**src/rtl/pll_mode_pkg.sv**
```systemverilog
package pll_mode_pkg;
  typedef enum logic [1:0] {
    MODE_FREE = 2'd0,
    MODE_ACQ  = 2'd1,
    MODE_NORM = 2'd2,
    MODE_HOLD = 2'd3
  } pll_mode_e;
endpackage

```
**src/rtl/pll_ref_pick.sv**
```systemverilog
module pll_ref_pick #(
  parameter int NUM_REFS = 8,
  localparam int IDX_W = $clog2(NUM_REFS)
) (
  input  logic [NUM_REFS-1:0] qual,
  input  logic                excl_en,
  input  logic [IDX_W-1:0]    excl_idx,
  output logic                found,
  output logic [IDX_W-1:0]    idx
);
  logic [NUM_REFS-1:0] cand;

  for (genvar g = 0; g < NUM_REFS; g++) begin : g_cand
    assign cand[g] = qual[g] && !(excl_en && (excl_idx == IDX_W'(g)));
  end

  always_comb begin
    found = 1'b0;
    idx   = '0;
    for (int k = NUM_REFS - 1; k >= 0; k--) begin
      if (cand[k]) begin
        found = 1'b1;
        idx   = IDX_W'(k);
      end
    end
  end

  // a picked index is qualified and never the excluded one
  always_comb begin
    a_r4_pick_valid: assert (!found || (qual[idx] && !(excl_en && idx == excl_idx)));
  end
endmodule

```
**src/rtl/pll_mode_fsm.sv**
```systemverilog
module pll_mode_fsm
  import pll_mode_pkg::*;
#(
  parameter int NUM_REFS = 8,
  localparam int IDX_W = $clog2(NUM_REFS)
) (
  input  logic                clk,
  input  logic                rst,
  input  logic [NUM_REFS-1:0] ref_qual,
  input  logic                eval_done,
  input  logic                phase_lock,
  input  logic                manual_en,
  input  logic [1:0]          manual_mode,
  output pll_mode_e           state,
  output logic [IDX_W-1:0]    sel,
  output logic                synced
);
  logic             pick_found;
  logic [IDX_W-1:0] pick_idx;
  logic             excl_en;
  logic             sel_ok;
  pll_mode_e        state_n;
  logic [IDX_W-1:0] sel_n;

  assign excl_en = (state == MODE_ACQ) || (state == MODE_NORM);
  assign sel_ok  = ref_qual[sel];

  pll_ref_pick #(.NUM_REFS(NUM_REFS)) u_pick (
    .qual     (ref_qual),
    .excl_en  (excl_en),
    .excl_idx (sel),
    .found    (pick_found),
    .idx      (pick_idx)
  );

  always_comb begin
    state_n = state;
    sel_n   = sel;
    if (manual_en) begin
      state_n = pll_mode_e'(manual_mode);
    end else begin
      case (state)
        MODE_FREE: if (eval_done && pick_found) begin
          state_n = MODE_ACQ;
          sel_n   = pick_idx;
        end
        MODE_ACQ: begin
          if (!sel_ok) begin
            if (pick_found) sel_n = pick_idx;
            else state_n = synced ? MODE_HOLD : MODE_FREE;
          end else if (phase_lock) begin
            state_n = MODE_NORM;
          end
        end
        MODE_NORM: if (!sel_ok) begin
          if (pick_found) begin
            state_n = MODE_ACQ;
            sel_n   = pick_idx;
          end else begin
            state_n = MODE_HOLD;
          end
        end
        default: if (pick_found) begin
          state_n = MODE_ACQ;
          sel_n   = pick_idx;
        end
      endcase
    end
  end

  always_ff @(posedge clk) begin
    if (rst) begin
      state  <= MODE_FREE;
      sel    <= '0;
      synced <= 1'b0;
    end else begin
      state  <= state_n;
      sel    <= sel_n;
      synced <= synced || (state == MODE_NORM);
    end
  end

  a_r2_free_waits: assert property (@(posedge clk) disable iff (rst)
    (!manual_en && state == MODE_FREE && !(eval_done && |ref_qual)) |=> state == MODE_FREE);
  a_r3_acq_to_norm: assert property (@(posedge clk) disable iff (rst)
    (!manual_en && state == MODE_ACQ && phase_lock && ref_qual[sel]) |=> state == MODE_NORM);
  a_r4_failover: assert property (@(posedge clk) disable iff (rst)
    (!manual_en && state == MODE_NORM && !ref_qual[sel] && |(ref_qual & ~(NUM_REFS'(1) << sel)))
    |=> (state == MODE_ACQ && sel != $past(sel)));
  a_r5_to_hold: assert property (@(posedge clk) disable iff (rst)
    (!manual_en && state == MODE_NORM && ref_qual == '0) |=> state == MODE_HOLD);
  a_r11_manual: assert property (@(posedge clk) disable iff (rst)
    manual_en |=> (state == $past(manual_mode) && $stable(sel)));
endmodule

```
**src/rtl/pll_freq_avg.sv**
```systemverilog
module pll_freq_avg #(
  parameter int CW_W      = 24,
  parameter int AVG_SHIFT = 4
) (
  input  logic            clk,
  input  logic            rst,
  input  logic            upd_en,
  input  logic            seed,
  input  logic [CW_W-1:0] cw_in,
  output logic [CW_W-1:0] avg_q
);
  logic signed [CW_W:0] diff;
  logic signed [CW_W:0] step;

  assign diff = $signed({1'b0, cw_in}) - $signed({1'b0, avg_q});
  assign step = diff >>> AVG_SHIFT;

  always_ff @(posedge clk) begin
    if (rst) begin
      avg_q <= '0;
    end else if (upd_en) begin
      avg_q <= seed ? cw_in : avg_q + CW_W'(step);
    end
  end

  // the average holds whenever no update is enabled
  a_r8_frozen: assert property (@(posedge clk) disable iff (rst)
    !upd_en |=> $stable(avg_q));
  a_r8_seed: assert property (@(posedge clk) disable iff (rst)
    (upd_en && seed) |=> avg_q == $past(cw_in));
endmodule

```
**src/rtl/pll_mode_ctrl.sv**
```systemverilog
module pll_mode_ctrl
  import pll_mode_pkg::*;
#(
  parameter int NUM_REFS  = 8,
  parameter int CW_W      = 24,
  parameter int AVG_SHIFT = 4,
  localparam int IDX_W = $clog2(NUM_REFS)
) (
  input  logic                clk,
  input  logic                rst,
  input  logic [NUM_REFS-1:0] ref_qual,
  input  logic                eval_done,
  input  logic                phase_lock,
  input  logic                manual_en,
  input  logic [1:0]          manual_mode,
  input  logic [CW_W-1:0]     cw_in,
  output logic [1:0]          mode,
  output logic [IDX_W-1:0]    sel_ref,
  output logic                lock_flag,
  output logic                holdover_flag,
  output logic [CW_W-1:0]     cw_out
);
  pll_mode_e       state;
  logic            synced;
  logic [CW_W-1:0] avg;

  pll_mode_fsm #(.NUM_REFS(NUM_REFS)) u_fsm (
    .clk         (clk),
    .rst         (rst),
    .ref_qual    (ref_qual),
    .eval_done   (eval_done),
    .phase_lock  (phase_lock),
    .manual_en   (manual_en),
    .manual_mode (manual_mode),
    .state       (state),
    .sel         (sel_ref),
    .synced      (synced)
  );

  pll_freq_avg #(.CW_W(CW_W), .AVG_SHIFT(AVG_SHIFT)) u_avg (
    .clk    (clk),
    .rst    (rst),
    .upd_en (state == MODE_NORM),
    .seed   (!synced),
    .cw_in  (cw_in),
    .avg_q  (avg)
  );

  assign mode = state;

  always_ff @(posedge clk) begin
    if (rst) begin
      lock_flag     <= 1'b0;
      holdover_flag <= 1'b0;
      cw_out        <= '0;
    end else begin
      lock_flag     <= (state == MODE_NORM);
      holdover_flag <= (state == MODE_HOLD);
      cw_out        <= (state == MODE_HOLD) ? avg : cw_in;
    end
  end

  a_r10_lock_follows: assert property (@(posedge clk) disable iff (rst)
    $rose(lock_flag) |-> $past(mode) == MODE_NORM);
  a_r10_one_flag: assert property (@(posedge clk) disable iff (rst)
    !(lock_flag && holdover_flag));
  a_r9_hold_output: assert property (@(posedge clk) disable iff (rst)
    (mode == MODE_HOLD) |=> cw_out == $past(avg));
endmodule

```
**config.mk**
```make
export PLATFORM = sky130hd
export DESIGN_NAME = pll_mode_ctrl
export DESIGN_NICKNAME = d
export VERILOG_FILES = /design/src/rtl/pll_mode_pkg.sv /design/src/rtl/pll_ref_pick.sv /design/src/rtl/pll_mode_fsm.sv /design/src/rtl/pll_freq_avg.sv /design/src/rtl/pll_mode_ctrl.sv
export SDC_FILE = /design/constraint.sdc
export NUM_CORES = 1
export LEC_CHECK = 0
export CORE_MARGIN = 2
export CORE_UTILIZATION = 30
export CTS_CLUSTER_DIAMETER = 40
export DETAILED_ROUTE_END_ITERATION = 7
export PLACE_DENSITY = 0.52
export SETUP_SLACK_MARGIN = 0.2
export SYNTH_ARGS = -nofsm -noshare
export SYNTH_HDL_FRONTEND = slang
export SYNTH_HIERARCHICAL = 1
export SYNTH_SLANG_ARGS = --single-unit
```
**constraint.sdc**
```tcl
create_clock -name clk -period 5.7 [get_ports clk]
set_input_delay 1.14 -clock clk [delete_from_list [all_inputs] [get_ports clk]]
set_output_delay 1.14 -clock clk [all_outputs]
set_load 0.005 [all_outputs]
```
==> flow_summary.yaml <==
route:
  wl_met2_mm: 5.99
  wl_met3_um: 616
  highest_layer: "met4"
  vias: 4595
  antenna_left: 0
  m1WireLength_mm: 6.35
  first_iter_violations: 208
  routed_wl_mm: 13.1
  drt_first_pass_iters: 4
  drc_errors: 0
  routedWlPerCell_um: 14.9
  viasPerCell: 5.21
place:
  hpwlAfterDp_mm: 9.55
  dp_worst_setup_slack_ps: -8.54
  place_area_um2: 5790
  place_congestion: 0.809
  portBuffers: 69
synth:
  synth_edf_count: 0
  synth_fp_nets: 705
  synth_area_leaders: "dfxtp_1 23%, ha_1 13%, a21oi_1 6.2%, a21bo_2 4.9%, nand2_1 4.3%"
  synth_cells: 612
  yosys.area.top_type_share_pct: 22.7
  yosys.area.top_type: "dfxtp_1"
  async_flop_share_pct: 0
  synth_ff_type: "dfxtp_1"
  synthesis.area_um2: 4940
  synth-seq-cells: 56
  ys_types: 70
  synth_warnings: 6
  seq_area_frac_synth_pct: 22.7
  synth_area_per_cell_um2: 8.07
power_and_ir_drop:
  p_per_area_nw_per_um2: 255
  p_leak_nw: 2.36
  ir_worst_vdd_v: 0.000121
clock_tree:
  cts_resized: 0
  cts_buffers: 5
  cts_tree: "yes"
  cts-root-buf: "clkbuf_16"
  cts_hold_buf: 0
  ctsHtreeMaxLevel: 2
  insertion_delay_ps: 310
  clkSinkCount: 56
  max-clock-path-buffers: 2
  clkTransAtPathRegs_ps: 70
  cts_setup_buffers: 0
final_layout:
  nFillCells: 1683
  fin_area_um2: 5970
  final_core_util_pct: 37.3
  areaGrowthSynthToFinish_pct: 21.0
  nNetsFinal: 759
  antenna_cells: 0
  drive_above_1_share_pct: 10.1
floorplan:
  rows: 46
  start_util_pct: 30.8
  fp.dieH_um: 132
  die-area_um2: 17500
  die_w_um: 132
  ios: 70
  core_area_um2: 16000
setup_path:
  reg2reg_from: "u_avg/avg_q[14]$_SDFFE_PP0P_"
  start_kind: "input port"
  r2r_cells: 18
  critPathMaxFanout: 6
  r2r_end: "u_avg/avg_q[23]$_SDFFE_PP0P_"
  cp.arrival_ps: 5490
  r2r_slack_ps: 1370
  worstPathRequired_ps: 5950
  crit_type: "in -> reg"
  end_kind: "register"
timing:
  max_freq_mhz: 191
  setup_viol: 0
  worst_slew_pin_slew_ps: 751
  finalHoldViolCount: 0
  fin_crit_sh_pct: 91.9
  drv_slew: 0
  clock_skew_ps: 7.54
  finalCriticalPeriod_ps: 5240
  fin_ws_ps: 462
  setup_tns_ps: 0
  relSlewSlack_pct: 49.9
  rsz0062_at_grt: "no"
grt:
  grt_pass1_vias: 4423
  grt_pass1_wl_mm: 21.8
  overflow: 0
  grt_max_degree: 54
  antenna_found_initial: 0
  grt_usage_pct: 15.1
hold_path:
  holdPathStages: 2
  hold_end: "cw_out[16]$_SDFF_PP0_"
  worstHoldStart: "u_avg/avg_q[16]$_SDFFE_PP0P_"
  min_path_type: "reg -> reg"
run_status:
  status: "complete, no violations"
job:
  drv_cap: 0
==> registers in the layout, indices dropped and copies added, names as in the netlist <==
name,cells
cw_out,24
u_avg/avg_q,24
u_fsm/sel,3
u_fsm/state,2
holdover_flag,1
lock_flag,1
u_fsm/synced,1
==> power breakdown <==
group	internal (mW)	total (mW)	switching, mW
Sequential	0.423	0.454	0.0309
Clock	0.161	0.310	0.149
Combinational	0.340	0.761	0.421
Total	0.924	1.52	0.601
==> how the worst max path moves through the flow <==
| stage | slack [ps] | start | to | cells past startpoint |
|---|---|---|---|---|
| 2_1_floorplan | 980 | cw_in[10] | u_avg/avg_q[22]$_SDFFE_PP0P_ | 17 |
| 3_3_place_gp | 160 | cw_in[10] | u_avg/avg_q[23]$_SDFFE_PP0P_ | 18 |
| 3_5_place_dp | -9 | cw_in[10] | u_avg/avg_q[23]$_SDFFE_PP0P_ | 18 |
| 4_1_cts | 290 | cw_in[10] | u_avg/avg_q[23]$_SDFFE_PP0P_ | 18 |
| 5_1_grt | 200 | cw_in[12] | u_avg/avg_q[22]$_SDFFE_PP0P_ | 18 |
| 6_report | 460 | cw_in[12] | u_avg/avg_q[23]$_SDFFE_PP0P_ | 18 |
==> cell families (layout without fill, tap and decap cells) <==
group / after synthesis / after routing / share of synthesized area, %
fa+ha+maj: 54 / 54 / 13.8
simple gates: 179 / 179 / 16.8
buf+inv: 67 / 121 / 6.08
compound gates: 200 / 200 / 29.7
mux: 20 / 20 / 4.49
flops: 56 / 56 / 22.7
xor+xnor: 36 / 36 / 6.39
==> cells in the mapped netlist (3+ instances only) <==
cell type	instances
nand2_1	56
a211oi_1	12
o211ai_1	6
o21a_1	4
nor3_1	7
inv_1	38
or3_1	3
o21bai_1	6
nand4_1	4
a31o_2	3
a311oi_1	12
xor2_1	15
mux2i_1	17
o21ai_0	20
a211o_1	4
a31o_1	3
a21bo_2	24
o31ai_1	3
and3_1	5
dfxtp_1	56
a31oi_1	4
a21oi_1	61
buf_1	3
nor2_1	51
xnor2_1	21
buf_6	4
a21o_1	10
clkbuf_1	12
nand3_1	30
nand2b_1	4
nor2b_1	9
o21ai_1	3
buf_2	6
buf_4	3
ha_1	53
==> layout by cell type, fill, tap and decap left out, drive strengths merged, types with 7 or more instances in the layout <==
cell,count
mux2i,18
nand3,30
nor3,8
nor2b,9
a21bo,24
a21oi,61
a21o,10
clkdlybuf4s50,67
nand2,56
nor2,51
o21ai,23
xnor2,21
a211oi,13
ha,53
a311oi,12
inv,38
buf,7
dfxtp,56
xor2,15
==> critical path, stage by stage <==
cell and delay [ps]:
clkdlybuf4s50_1 520, ha_2 320, a21oi_1 160, o21ai_0 120, a221oi_2 310, o211a_4 240
and2b_2 220, nor2_1 110, xnor2_1 170, ha_1 300, a21o_1 230, a211oi_2 240
o21ai_1 150, a2111oi_2 450, o31ai_2 110, a31o_1 220, a2111oi_2 300, a311o_1 170
==> metrics by stage <==
step | instances | total power, mW | hold slack [ps]
after floorplan | 612 | 1.02 | 475
after global placement | 875 | 1.20 | 505
final | 882 | 1.52 | 511
after detailed placement | 875 | 1.21 | 510
after global routing | 882 | 1.64 | 541
after CTS | 882 | 1.53 | 520
==> routing by layer <==
metal	up-vias	track usage (%)
met5	-	0
li1	2328	-
met3	10	2.85
met2	94	24.3
met1	2163	20.6
met4	0	4.12
==> cell type report <==
cell class / count / area [µm²] / share of cell area (%)
multi-input combinational: 489 / 3570 / 59.7
sequential: 56 / 1120 / 18.8
timing repair buffer: 75 / 733 / 12.3
tap: 216 / 270 / 4.52
inverter: 39 / 146 / 2.45
clock buffer: 6 / 129 / 2.16
clock inverter: 1 / 5.00 / 0.0838
No activity file was read; power rests on OpenSTA's default activity.
